==> config.mk <==
export PLATFORM = sky130hd
export DESIGN_NAME = gpio_irq_port
export DESIGN_NICKNAME = d
export VERILOG_FILES = /design/src/rtl/gpio_irq_port.sv
export SDC_FILE = /design/constraint.sdc
export NUM_CORES = 1
export LEC_CHECK = 0
export ABC_AREA = 1
export BUFFER_PORTS_ARGS = -buffer_cell sky130_fd_sc_hd__buf_2
export CAP_MARGIN = 0
export CORE_MARGIN = 8
export CORE_UTILIZATION = 60
export CTS_BUF_LIST = sky130_fd_sc_hd__clkbuf_4
export DETAILED_ROUTE_END_ITERATION = 6
export GPL_TIMING_DRIVEN = 1
export PLACE_DENSITY = 0.9
export SLEW_MARGIN = 20
export SYNTH_ARGS = -nofsm -noshare
export SYNTH_HDL_FRONTEND = slang
export SYNTH_SLANG_ARGS = --single-unit
==> constraint.sdc <==
create_clock -name clk -period 5.5 [get_ports clk]
set_input_delay 1.65 -clock clk [delete_from_list [all_inputs] [get_ports clk]]
set_output_delay 1.65 -clock clk [all_outputs]
set_load 0.005 [all_outputs]
==> src/rtl/gpio_irq_port.sv <==
module gpio_irq_port #(
  parameter int IRQ_W     = 8,
  parameter int PLAIN_W   = 18,
  parameter int NUM_PLAIN = 4,
  parameter int ADDR_W    = 5,
  parameter int DATA_W    = 32
) (
  input  logic                          clk,
  input  logic                          rst_n,
  input  logic                          bus_sel,
  input  logic                          bus_wr,
  input  logic [ADDR_W-1:0]             bus_addr,
  input  logic [DATA_W-1:0]             bus_wdata,
  output logic [DATA_W-1:0]             bus_rdata,
  input  logic [IRQ_W-1:0]              ipin_in,
  output logic [IRQ_W-1:0]              ipin_out,
  output logic [IRQ_W-1:0]              ipin_oe,
  input  logic [NUM_PLAIN*PLAIN_W-1:0]  ppin_in,
  output logic [NUM_PLAIN*PLAIN_W-1:0]  ppin_out,
  output logic [NUM_PLAIN*PLAIN_W-1:0]  ppin_oe,
  output logic                          irq
);
  localparam int CFG_W        = 3 * IRQ_W;
  localparam int PLAIN_BASE   = 8;
  localparam int PLAIN_STRIDE = 4;
  localparam logic [ADDR_W-1:0] A_DOUT = ADDR_W'(0);
  localparam logic [ADDR_W-1:0] A_DIN  = ADDR_W'(1);
  localparam logic [ADDR_W-1:0] A_OE   = ADDR_W'(2);
  localparam logic [ADDR_W-1:0] A_CFG  = ADDR_W'(3);
  localparam logic [ADDR_W-1:0] A_MASK = ADDR_W'(4);
  localparam logic [ADDR_W-1:0] A_STAT = ADDR_W'(5);
  localparam logic [ADDR_W-1:0] A_ACK  = ADDR_W'(6);

  logic              wr;
  logic [IRQ_W-1:0]  dout_q, oe_q, mask_q, pend_q, pend_d, ack;
  logic [IRQ_W-1:0]  s1_q, s2_q, s3_q;
  logic [CFG_W-1:0]  cfg_q;
  logic [DATA_W-1:0] irq_rd;
  logic [DATA_W-1:0] p_rd [NUM_PLAIN];

  assign wr  = bus_sel & bus_wr;
  assign ack = (wr && bus_addr == A_ACK) ? bus_wdata[IRQ_W-1:0] : '0;

  always_ff @(posedge clk or negedge rst_n) begin
    if (!rst_n) begin
      dout_q <= '0; oe_q <= '0; mask_q <= '0; cfg_q <= '0; pend_q <= '0;
      s1_q <= '0; s2_q <= '0; s3_q <= '0;
    end else begin
      if (wr && bus_addr == A_DOUT) dout_q <= bus_wdata[IRQ_W-1:0];
      if (wr && bus_addr == A_OE)   oe_q   <= bus_wdata[IRQ_W-1:0];
      if (wr && bus_addr == A_MASK) mask_q <= bus_wdata[IRQ_W-1:0];
      if (wr && bus_addr == A_CFG)  cfg_q  <= bus_wdata[CFG_W-1:0];
      s1_q   <= ipin_in;
      s2_q   <= s1_q;
      s3_q   <= s2_q;
      pend_q <= pend_d;
    end
  end

  for (genvar g = 0; g < IRQ_W; g++) begin : g_pin
    logic [2:0] mode;
    logic rise, fall, lvl, edg, frc;
    assign mode = cfg_q[3*g +: 3];
    assign rise = s2_q[g] & ~s3_q[g];
    assign fall = ~s2_q[g] & s3_q[g];
    always_comb begin
      lvl = 1'b0; edg = 1'b0; frc = 1'b0;
      case (mode)
        3'd1: lvl = s2_q[g];
        3'd2: lvl = ~s2_q[g];
        3'd3: frc = 1'b1;
        3'd4: edg = rise;
        3'd5: edg = fall;
        3'd6: edg = rise | fall;
        default: ;
      endcase
    end
    assign pend_d[g] = frc | edg | (~ack[g] & (pend_q[g] | lvl));
  end

  assign ipin_out = dout_q;
  assign ipin_oe  = oe_q;
  assign irq      = |(pend_q & mask_q);

  for (genvar k = 0; k < NUM_PLAIN; k++) begin : g_plain
    localparam logic [ADDR_W-1:0] B_DOUT = ADDR_W'(PLAIN_BASE + PLAIN_STRIDE*k);
    localparam logic [ADDR_W-1:0] B_DIN  = ADDR_W'(PLAIN_BASE + PLAIN_STRIDE*k + 1);
    localparam logic [ADDR_W-1:0] B_OE   = ADDR_W'(PLAIN_BASE + PLAIN_STRIDE*k + 2);
    logic [PLAIN_W-1:0] dq, oq, t1, t2;
    always_ff @(posedge clk or negedge rst_n) begin
      if (!rst_n) begin
        dq <= '0; oq <= '0; t1 <= '0; t2 <= '0;
      end else begin
        if (wr && bus_addr == B_DOUT) dq <= bus_wdata[PLAIN_W-1:0];
        if (wr && bus_addr == B_OE)   oq <= bus_wdata[PLAIN_W-1:0];
        t1 <= ppin_in[k*PLAIN_W +: PLAIN_W];
        t2 <= t1;
      end
    end
    assign ppin_out[k*PLAIN_W +: PLAIN_W] = dq;
    assign ppin_oe[k*PLAIN_W +: PLAIN_W]  = oq;
    assign p_rd[k] = (bus_addr == B_DOUT) ? DATA_W'(dq) :
                     (bus_addr == B_DIN)  ? DATA_W'(t2) :
                     (bus_addr == B_OE)   ? DATA_W'(oq) : '0;
  end

  always_comb begin
    case (bus_addr)
      A_DOUT:  irq_rd = DATA_W'(dout_q);
      A_DIN:   irq_rd = DATA_W'(s2_q);
      A_OE:    irq_rd = DATA_W'(oe_q);
      A_CFG:   irq_rd = DATA_W'(cfg_q);
      A_MASK:  irq_rd = DATA_W'(mask_q);
      A_STAT:  irq_rd = DATA_W'(pend_q & mask_q);
      default: irq_rd = '0;
    endcase
    bus_rdata = irq_rd;
    for (int k = 0; k < NUM_PLAIN; k++) bus_rdata = bus_rdata | p_rd[k];
  end
endmodule


Word level (Yosys, flattened, before mapping)
Cells that the tools add are included.
{"block": "word_totals", "reg_bits": 368, "out_inout_bits": 193, "elab_cells": 230}
{"block": "classes", "eq_ne": 66, "muxes": 38, "bitwise": 87, "reduce_logical": 15}
{"operator": "2-to-1 mux 18 bit", "n": 12}
{"operator": "one-hot mux 24 bit (6 select lines)", "n": 1}
{"operator": "bitwise OR 32 x 18 -> 32 bit", "n": 4}
{"operator": "== test 3 bit, second input constant", "n": 24}
{"operator": "== test 3 x 2 -> 1 bit, second input constant", "n": 16}
{"operator": "bitwise OR 1 bit", "n": 32}
{"operator": "== test 5 x 4 -> 1 bit, second input constant", "n": 6}
{"operator": "== test 5 bit, second input constant", "n": 6}
{"operator": "AND 1 bit", "n": 25}
{"operator": "== test 3 x 1 -> 1 bit, second input constant", "n": 8}
{"operator": "NOT 1 bit", "n": 24}
{"operator": "one-hot mux 1 bit (3 select lines)", "n": 8}
{"operator": "AND 8 bit", "n": 2}
{"operator": "one-hot mux 1 bit (2 select lines)", "n": 8}
{"operator": "== test 5 x 3 -> 1 bit, second input constant", "n": 3}
{"operator": "logical AND 1 bit", "n": 13}
{"operator": "== test 5 x 2 -> 1 bit, second input constant", "n": 2}
{"operator": "2-to-1 mux 1 bit", "n": 8}
{"operator": "2-to-1 mux 8 bit", "n": 1}
{"operator": "OR reduction 8 bit", "n": 1}
{"operator": "== test 5 x 1 -> 1 bit, second input constant", "n": 1}
{"operator": "zero test 5 bit", "n": 1}

Logic depth before layout (Yosys ltp)
Gate-level depths: netlist of run 1.
{"block": "depth", "ltp_word": 8, "ltp_mapped": 10, "mapped_depth_nobuf": 10}

Worst setup path after synthesis of run 1
OpenSTA, ideal clock, no wires.
{"block": "synth_timing", "path_type": "input -> output", "startpoint": "in bus_addr[0]", "endpoint": "out bus_rdata[11]", "arrival_time_ns": 2.747, "t_required_ns": 3.850, "setup_slack_ns": 1.103, "path_stages": 10, "path_buffers": 2, "cell_sequence": "buf_4 inv_1 nor2_2 nand2_1 nor2_2 buf_4 nand2_1 nand2_1 nor2_1 nand3_1"}
{"block": "synth_via", "elab_chain_len": 8, "word_cells_on_any_way": 35}
{"item": "start: declaration", "line": "12", "rtl": "input logic [ADDR_W-1:0] bus_addr,"}
{"item": "== test 5 x 4 -> 1 bit", "line": "104", "rtl": "(bus_addr == B_OE) ? DATA_W'(oq) : '0;"}
{"item": "2-to-1 mux 18 bit", "line": "104"}
{"item": "2-to-1 mux 18 bit", "line": "103", "rtl": "(bus_addr == B_DIN) ? DATA_W'(t2) :"}
{"item": "2-to-1 mux 18 bit", "line": "102", "rtl": "assign p_rd[k] = (bus_addr == B_DOUT) ? DATA_W'(dq) :"}
{"item": "bitwise OR 32 x 18 -> 32 bit (3 in a row)", "line": "118", "rtl": "for (int k = 0; k < NUM_PLAIN; k++) bus_rdata = bus_rdata | p_rd[k];"}
{"item": "bitwise OR 32 x 18 -> 32 bit *", "line": "118"}
{"item": "end: declaration", "line": "14", "rtl": "output logic [DATA_W-1:0] bus_rdata,"}
Every way passes the cells marked *; elsewhere a longest branch is shown, timed or not.

Final worst setup path of run 1
{"block": "layout_timing", "startpoint": "in bus_addr[4]", "endpoint": "out bus_rdata[11]"}
The elaborated chain is that of the path after synthesis.

==> impl_metrics.py, run 1 <==
metrics = {
    "synthesis": {
        "syn_area_sq_um": 14630,
        "ys.flop_type": "dfrtp_1",
        "synth.yosys.warnings": 0,
        "synthArstFlopShare_pct": 100.0,
        "seq_area_frac_synth_pct": 62.94,
        "syn_area_per_cell_sq_um": 9.343,
        "ys_types": 29,
        "syn-instance-count": 1566,
        "synth_edf_count": 0,
        "ys_seq_elements": 368,
    },
    "run_status": {
        "outcome": "complete, no violations",
    },
    "finish": {
        "num-fill-cells": 1793,
        "area_growth_pct": 20.45,
        "final_area_sq_um": 17620,
        "final_cells": 2310,
        "drive_gt1_share_pct": 25.16,
        "nNetsFinal": 2048,
    },
    "setup_path": {
        "endpoint_kind": "output pin",
        "timing.critical_path.mode_cell": "nand2_1",
        "rr_worst_depth": 5,
        "required_ns": 3.85,
        "r2r_slack_ns": 4.08,
        "slowest_stage": "nor2_2",
        "r2r_start": "s2_q[5]",
        "crit_family": "simple AND/OR/NAND/NOR gates",
        "critPathBufInv": 3,
        "cp_num_cells": 9,
        "crit_chain": "buf_2, inv_4, nand2_1, nor2_2, nand2_1, nand2_1, nor2_1, nand3_1, buf_2",
        "startpoint_type": "primary input",
        "critPathMaxStageDelay_ns": 0.75,
        "worst-endpoint-arrival_ns": 3.58,
        "path_max_fanout": 18,
        "r2r_end": "pend_q[5]",
        "worstSetupPathType": "primary input to output pin",
    },
    "power": {
        "power_density_nw_per_um2": 347.5,
        "leakage_uw": 0.009437,
        "ir_worst_vdd_uv": 279.4,
    },
    "global_route": {
        "grt_usage_pct": 31.85,
        "antenna_found_initial": 2,
        "grt_pass1_wl_um": 71350,
        "grt_pass1_vias": 13100,
        "grt_overflow_total": 0,
        "grt_start_max_net_pins": 120,
    },
    "sta": {
        "whs_ns": 0.3358,
        "layout_min_cycle_time_ns": 5.232,
        "slew_violations": 0,
        "finalSetupViolCount": 0,
        "hold_viol": 0,
        "finalSetupTns_ns": 0,
        "fmax_mhz": 191.1,
        "worstMarginPinSlew_ns": 0.9558,
        "maxSlewHeadroom_pct": 36.09,
        "fin_worst_skew_ns": 0.04052,
        "post-route-period-util_pct": 95.13,
        "fin_ws_ns": 0.2680,
        "rsz0062_at_grt": "no",
    },
    "clocking": {
        "clockBufferDepth": 3,
        "cts_setup_buffers": 0,
        "clkSlewWorstSetupHoldPaths_ns": 0.06,
        "ctsHtreeMaxLevel": 3,
        "cts-hold-fix-buffers": 0,
        "root_buffer": "clkbuf_4",
        "cts_resized": 0,
        "clock-sinks": 368,
        "cts_buffers": 91,
        "worst_skew_pair.late_latency_ns": 0.73,
        "tritoncts": "done",
    },
    "hold_path": {
        "whs_path_depth": 0,
        "worstHoldStart": "s1_q[7]",
        "hold_class": "register to register",
        "whs_endpoint": "s2_q[7]",
    },
    "floorplanning": {
        "die-area_sq_um": 29640,
        "core_sq_um": 24110,
        "initial_utilization_pct": 60.70,
        "dieWidth_um": 172.2,
        "chipHeight_um": 172.2,
        "io_pins": 314,
        "fp-row-count": 57,
    },
    "routing": {
        "route.detailed.drc": 0,
        "vias": 12960,
        "drt-initial-drc-count": 1441,
        "via_per_inst": 5.611,
        "avgRoutedWirePerCell_um": 20.17,
        "drtPass1Iterations": 6,
        "routed_wl_um": 46600,
        "postRouteAntennaNets": 0,
    },
    "placement": {
        "gp_congestion": 0.9508,
        "hpwl_um": 32850,
        "pre_cts_slack_ns": 0.2642,
        "io_buffers": 297,
        "numPlacedInstances": 2142,
        "place_area_sq_um": 16440,
    },
    "flow_run": {
        "maxCapViolations": 0,
    },
}
## how the worst max path moves through the flow
stage                      startpoint             to  slack [ns]
after floorplan           bus_addr[0]  bus_rdata[11]        1.10
after global placement    bus_addr[4]  bus_rdata[11]        0.28
after detailed placement  bus_addr[4]  bus_rdata[11]        0.26
after CTS                 bus_addr[4]  bus_rdata[11]        0.25
after global routing      bus_addr[4]  bus_rdata[11]        0.08
final                     bus_addr[4]  bus_rdata[11]        0.27
## Yosys cell counts, drive strengths merged (2+ instances only)
master	count	share of area, %
ha	16	1.4
nand3	56	1.9
nor4	2	0.086
a21oi	14	0.48
o21ai	213	7.3
dfrtp	368	63
buf	44	1.6
nor2	90	2.9
o211ai	9	0.46
inv	80	2.1
clkbuf	38	0.97
nand2	550	14
nand4	53	2.3
and2	7	0.30
o2111ai	6	0.36
nor3	12	0.41
o21bai	5	0.26
## area by class of cell
| type | count | area (sq um) | area share, % |
|---|---|---|---|
| Antenna cell | 3 | 7.507 | 0.04260 |
| Clock buffer | 133 | 998.5 | 5.666 |
| Clock inverter | 32 | 172.7 | 0.9798 |
| Inverter | 80 | 302.8 | 1.718 |
| Multi-Input combinational cell | 1043 | 4781 | 27.13 |
| Sequential cell | 368 | 9209 | 52.25 |
| Tap cell | 324 | 405.4 | 2.300 |
| Timing Repair Buffer | 327 | 1747 | 9.911 |
## logic make-up after synthesis
kind of cell / synth area share (%)
fa+ha+maj: 1.368
flops: 62.94
compound gates: 8.936
simple gates: 22.11
buf+inv: 4.618
other cells: 0.02563
## per-layer routing
layer  track usage (%)  part of all wire, %  vias to the layer above
met5                 0                    0                        -
met4             19.98                  5.8                        0
met3             8.151                   11                      167
met2             50.03                   47                      838
met1             39.22                   37                     6147
li1                  -                    -                     5809
## flip-flops by register name, summed over array words and instances (netlist names)
| signal | count |
|---|---|
| g_plain.dq | 72 |
| g_plain.oq | 72 |
| g_plain.t1 | 72 |
| g_plain.t2 | 72 |
| cfg_q | 24 |
| ipin_oe | 8 |
| ipin_out | 8 |
| mask_q | 8 |
| pend_q | 8 |
| s1_q | 8 |
| s2_q | 8 |
| s3_q | 8 |
## stage by stage
step | power [uW] | util (%)
6_report | 6124 | 73.11
3_3_place_gp | 3841 | 68.20
5_1_grt | 6411 | 73.09
3_5_place_dp | 3884 | 68.20
2_1_floorplan | 3434 | -
4_1_cts | 6157 | 73.06
## power by group
part | switching [uW] | internal (uW) | total, uW | leakage (uW)
sequential | 215 | 2950 | 3170 | 0.00457
combinational | 417 | 264 | 680 | 0.00418
clock | 1110 | 1170 | 2270 | 0.000690
total | 1740 | 4380 | 6120 | 0.00944
## cell usage in the layout, fill, tap and decap left out
master	n
o21a_1	1
nor2_1	74
inv_4	1
o21ai_1	52
nand2_1	541
bufinv_16	1
clkinv_4	1
nand4_1	53
nor2_4	10
conb_1	8
buf_8	1
and2_0	1
clkinvlp_4	2
inv_6	2
buf_12	2
nand2_2	9
nor4_1	2
clkinv_2	3
o22ai_1	1
diode_2	3
a21oi_1	14
clkinv_1	22
and2_1	6
nand3_1	56
inv_1	76
ha_1	16
o21ai_0	161
nor2_2	6
buf_2	296
o21bai_1	5
clkbuf_4	133
dfrtp_1	368
o2111ai_1	6
o211ai_1	9
nor3_1	12
buf_4	28
inv_2	4
(Power assumes the default switching activity.)
==> run 2: changes to the inputs <==
==> constraint.sdc (replaced) <==
create_clock -name clk -period 5.5 [get_ports clk]
set_input_delay 1.1 -clock clk [delete_from_list [all_inputs] [get_ports clk]]
set_output_delay 1.1 -clock clk [all_outputs]
set_load 0.005 [all_outputs]
==> impl_metrics.py, run 2 (same netlist as run 1, synthesis figures left out) <==
metrics = {
    "global_route": {
        "met1_usage_pct": 37.92,
        "met2_usage_pct": 50.40,
        "grt_usage_pct": 31.54,
        "grt_pass1_wl_um": 70870,
        "antenna_found_initial": 1,
        "grt_pass1_vias": 13150,
        "grt_start_max_net_pins": 151,
        "met3_usage_pct": 9.201,
        "grt_overflow_total": 0,
        "grt.busiest_layer": "met2",
    },
    "routing": {
        "drt-initial-drc-count": 1489,
        "drtPass1Iterations": 6,
        "via_per_inst": 5.735,
        "avgRoutedWirePerCell_um": 20.33,
        "routed_wl_um": 46450,
        "route.detailed.drc": 0,
        "postRouteAntennaNets": 0,
        "vias": 13110,
    },
    "sta": {
        "layout_min_cycle_time_ns": 4.624,
        "post-route-period-util_pct": 84.07,
        "maxSlewHeadroom_pct": 29.57,
        "rsz0062_at_grt": "no",
        "slew_violations": 0,
        "finalSetupViolCount": 0,
        "fin_worst_skew_ns": 0.04076,
        "finalSetupTns_ns": 0,
        "fmax_mhz": 216.3,
        "hold_viol": 0,
        "worstMarginPinSlew_ns": 1.053,
    },
    "power": {
        "clkPwrFrac_pct": 37.0,
        "ir_worst_vdd_uv": 227.4,
        "leakage_uw": 0.009335,
        "internal-power_uw": 4380,
        "switching_share_pct": 28.16,
        "power_frac_comb_pct": 11.1,
        "power_density_nw_per_um2": 349.0,
        "p_switching_uw": 1717,
        "seq_power_share_pct": 51.9,
    },
    "floorplanning": {
        "initial_utilization_pct": 60.70,
        "io_pins": 314,
        "fp-row-count": 57,
        "chipHeight_um": 172.2,
        "die-area_sq_um": 29640,
        "core_sq_um": 24110,
        "dieWidth_um": 172.2,
    },
    "finish": {
        "final_cells": 2285,
        "nNetsFinal": 2032,
        "layout.area.seq_sq_um": 9209,
        "multi_input_area_sq_um": 4776,
        "drive_gt1_share_pct": 24.55,
        "final_common_cell": "nand2_1",
        "num-fill-cells": 1776,
        "area_growth_pct": 19.38,
        "layout_common_cells": "nand2_1 (543), dfrtp_1 (368), buf_2 (296)",
    },
    "setup_path": {
        "startpoint_type": "primary input",
        "required_ns": 4.40,
        "worst-endpoint-arrival_ns": 3.52,
        "endpoint_kind": "output pin",
        "worstSetupPathType": "primary input to output pin",
        "path_max_fanout": 38,
        "r2r_slack_ns": 4.20,
    },
    "clocking": {
        "ctsHtreeMaxLevel": 3,
        "tritoncts": "done",
        "root_buffer": "clkbuf_4",
        "cts_setup_buffers": 0,
        "cts_buffers": 91,
        "clkSlewWorstSetupHoldPaths_ns": 0.06,
        "worst_skew_pair.late_latency_ns": 0.73,
        "cts_resized": 0,
        "clock-sinks": 368,
        "clockBufferDepth": 3,
        "cts-hold-fix-buffers": 0,
    },
    "flow_run": {
        "maxCapViolations": 0,
    },
    "hold_path": {
        "hold_class": "register to register",
    },
    "placement": {
        "hpwl_um": 32370,
        "io_buffers": 297,
        "gp_congestion": 0.9757,
        "numPlacedInstances": 2126,
    },
    "run_status": {
        "outcome": "complete, no violations",
    },
}
==> run 2: worst paths after layout <==
kind,start,end,depth (start not counted)
worst max register to register,s2_q[5],pend_q[5],5
min in group asynchronous,rst_n,s2_q[1],1
worst min-delay path,g_plain[1].t1[0],g_plain[1].t2[0],0
max in group asynchronous,rst_n,g_plain[0].t1[11],2
worst min register to register,g_plain[1].t1[0],g_plain[1].t2[0],0
worst max-delay path,bus_addr[4],bus_rdata[14],9
==> run 2: critical path, stage by stage <==
cell	delay [ns]
buf_2	0.41
inv_4	0.41
nand2_1	0.20
nor2_2	0.80
nand2_1	0.11
nand2_1	0.11
nor2_1	0.10
nand3_1	0.12
buf_2	0.12
==> run 2: layout make-up <==
type                    instances  area share [%]
clock inverters                22          0.7378
well taps                     324           2.321
multi-input cells            1043           27.34
flip-flops and latches        368           52.72
diodes                          2         0.02865
clock buffers                 135           5.802
repair buffers                311           9.312
inverters                      80           1.734
==> run 2: through the flow <==
step / cell area [sq um] / hold WS, ns / total power (uW) / setup WS, ns / util (%)
floorplan: 14660 / 0.3312 / 3434 / 2.203 / -
global placement: 16320 / 0.3326 / 3829 / 0.9894 / 67.70
detailed placement: 16320 / 0.3347 / 3878 / 0.9309 / 67.70
CTS: 17460 / 0.3187 / 6104 / 0.9201 / 72.44
global route: 17460 / 0.3161 / 6372 / 0.6746 / 72.45
finish: 17470 / 0.3210 / 6096 / 0.8759 / 72.46
==> run 2: metal layers <==
layer	routed length, um	part of all wire [%]
met2	21910	47
met1	16600	36
met3	5398	12
met5	0	0
met4	2543	5.5
==> run 2: power groups by stage <==
| stage | combinational, uW | clock, uW | sequential (uW) |
|---|---|---|---|
| floorplan | 270 | 0 | 3160 |
| global placement | 642 | 0 | 3190 |
| detailed placement | 674 | 0 | 3200 |
| CTS | 679 | 2270 | 3160 |
| global route | 751 | 2430 | 3190 |
| finish | 675 | 2250 | 3170 |
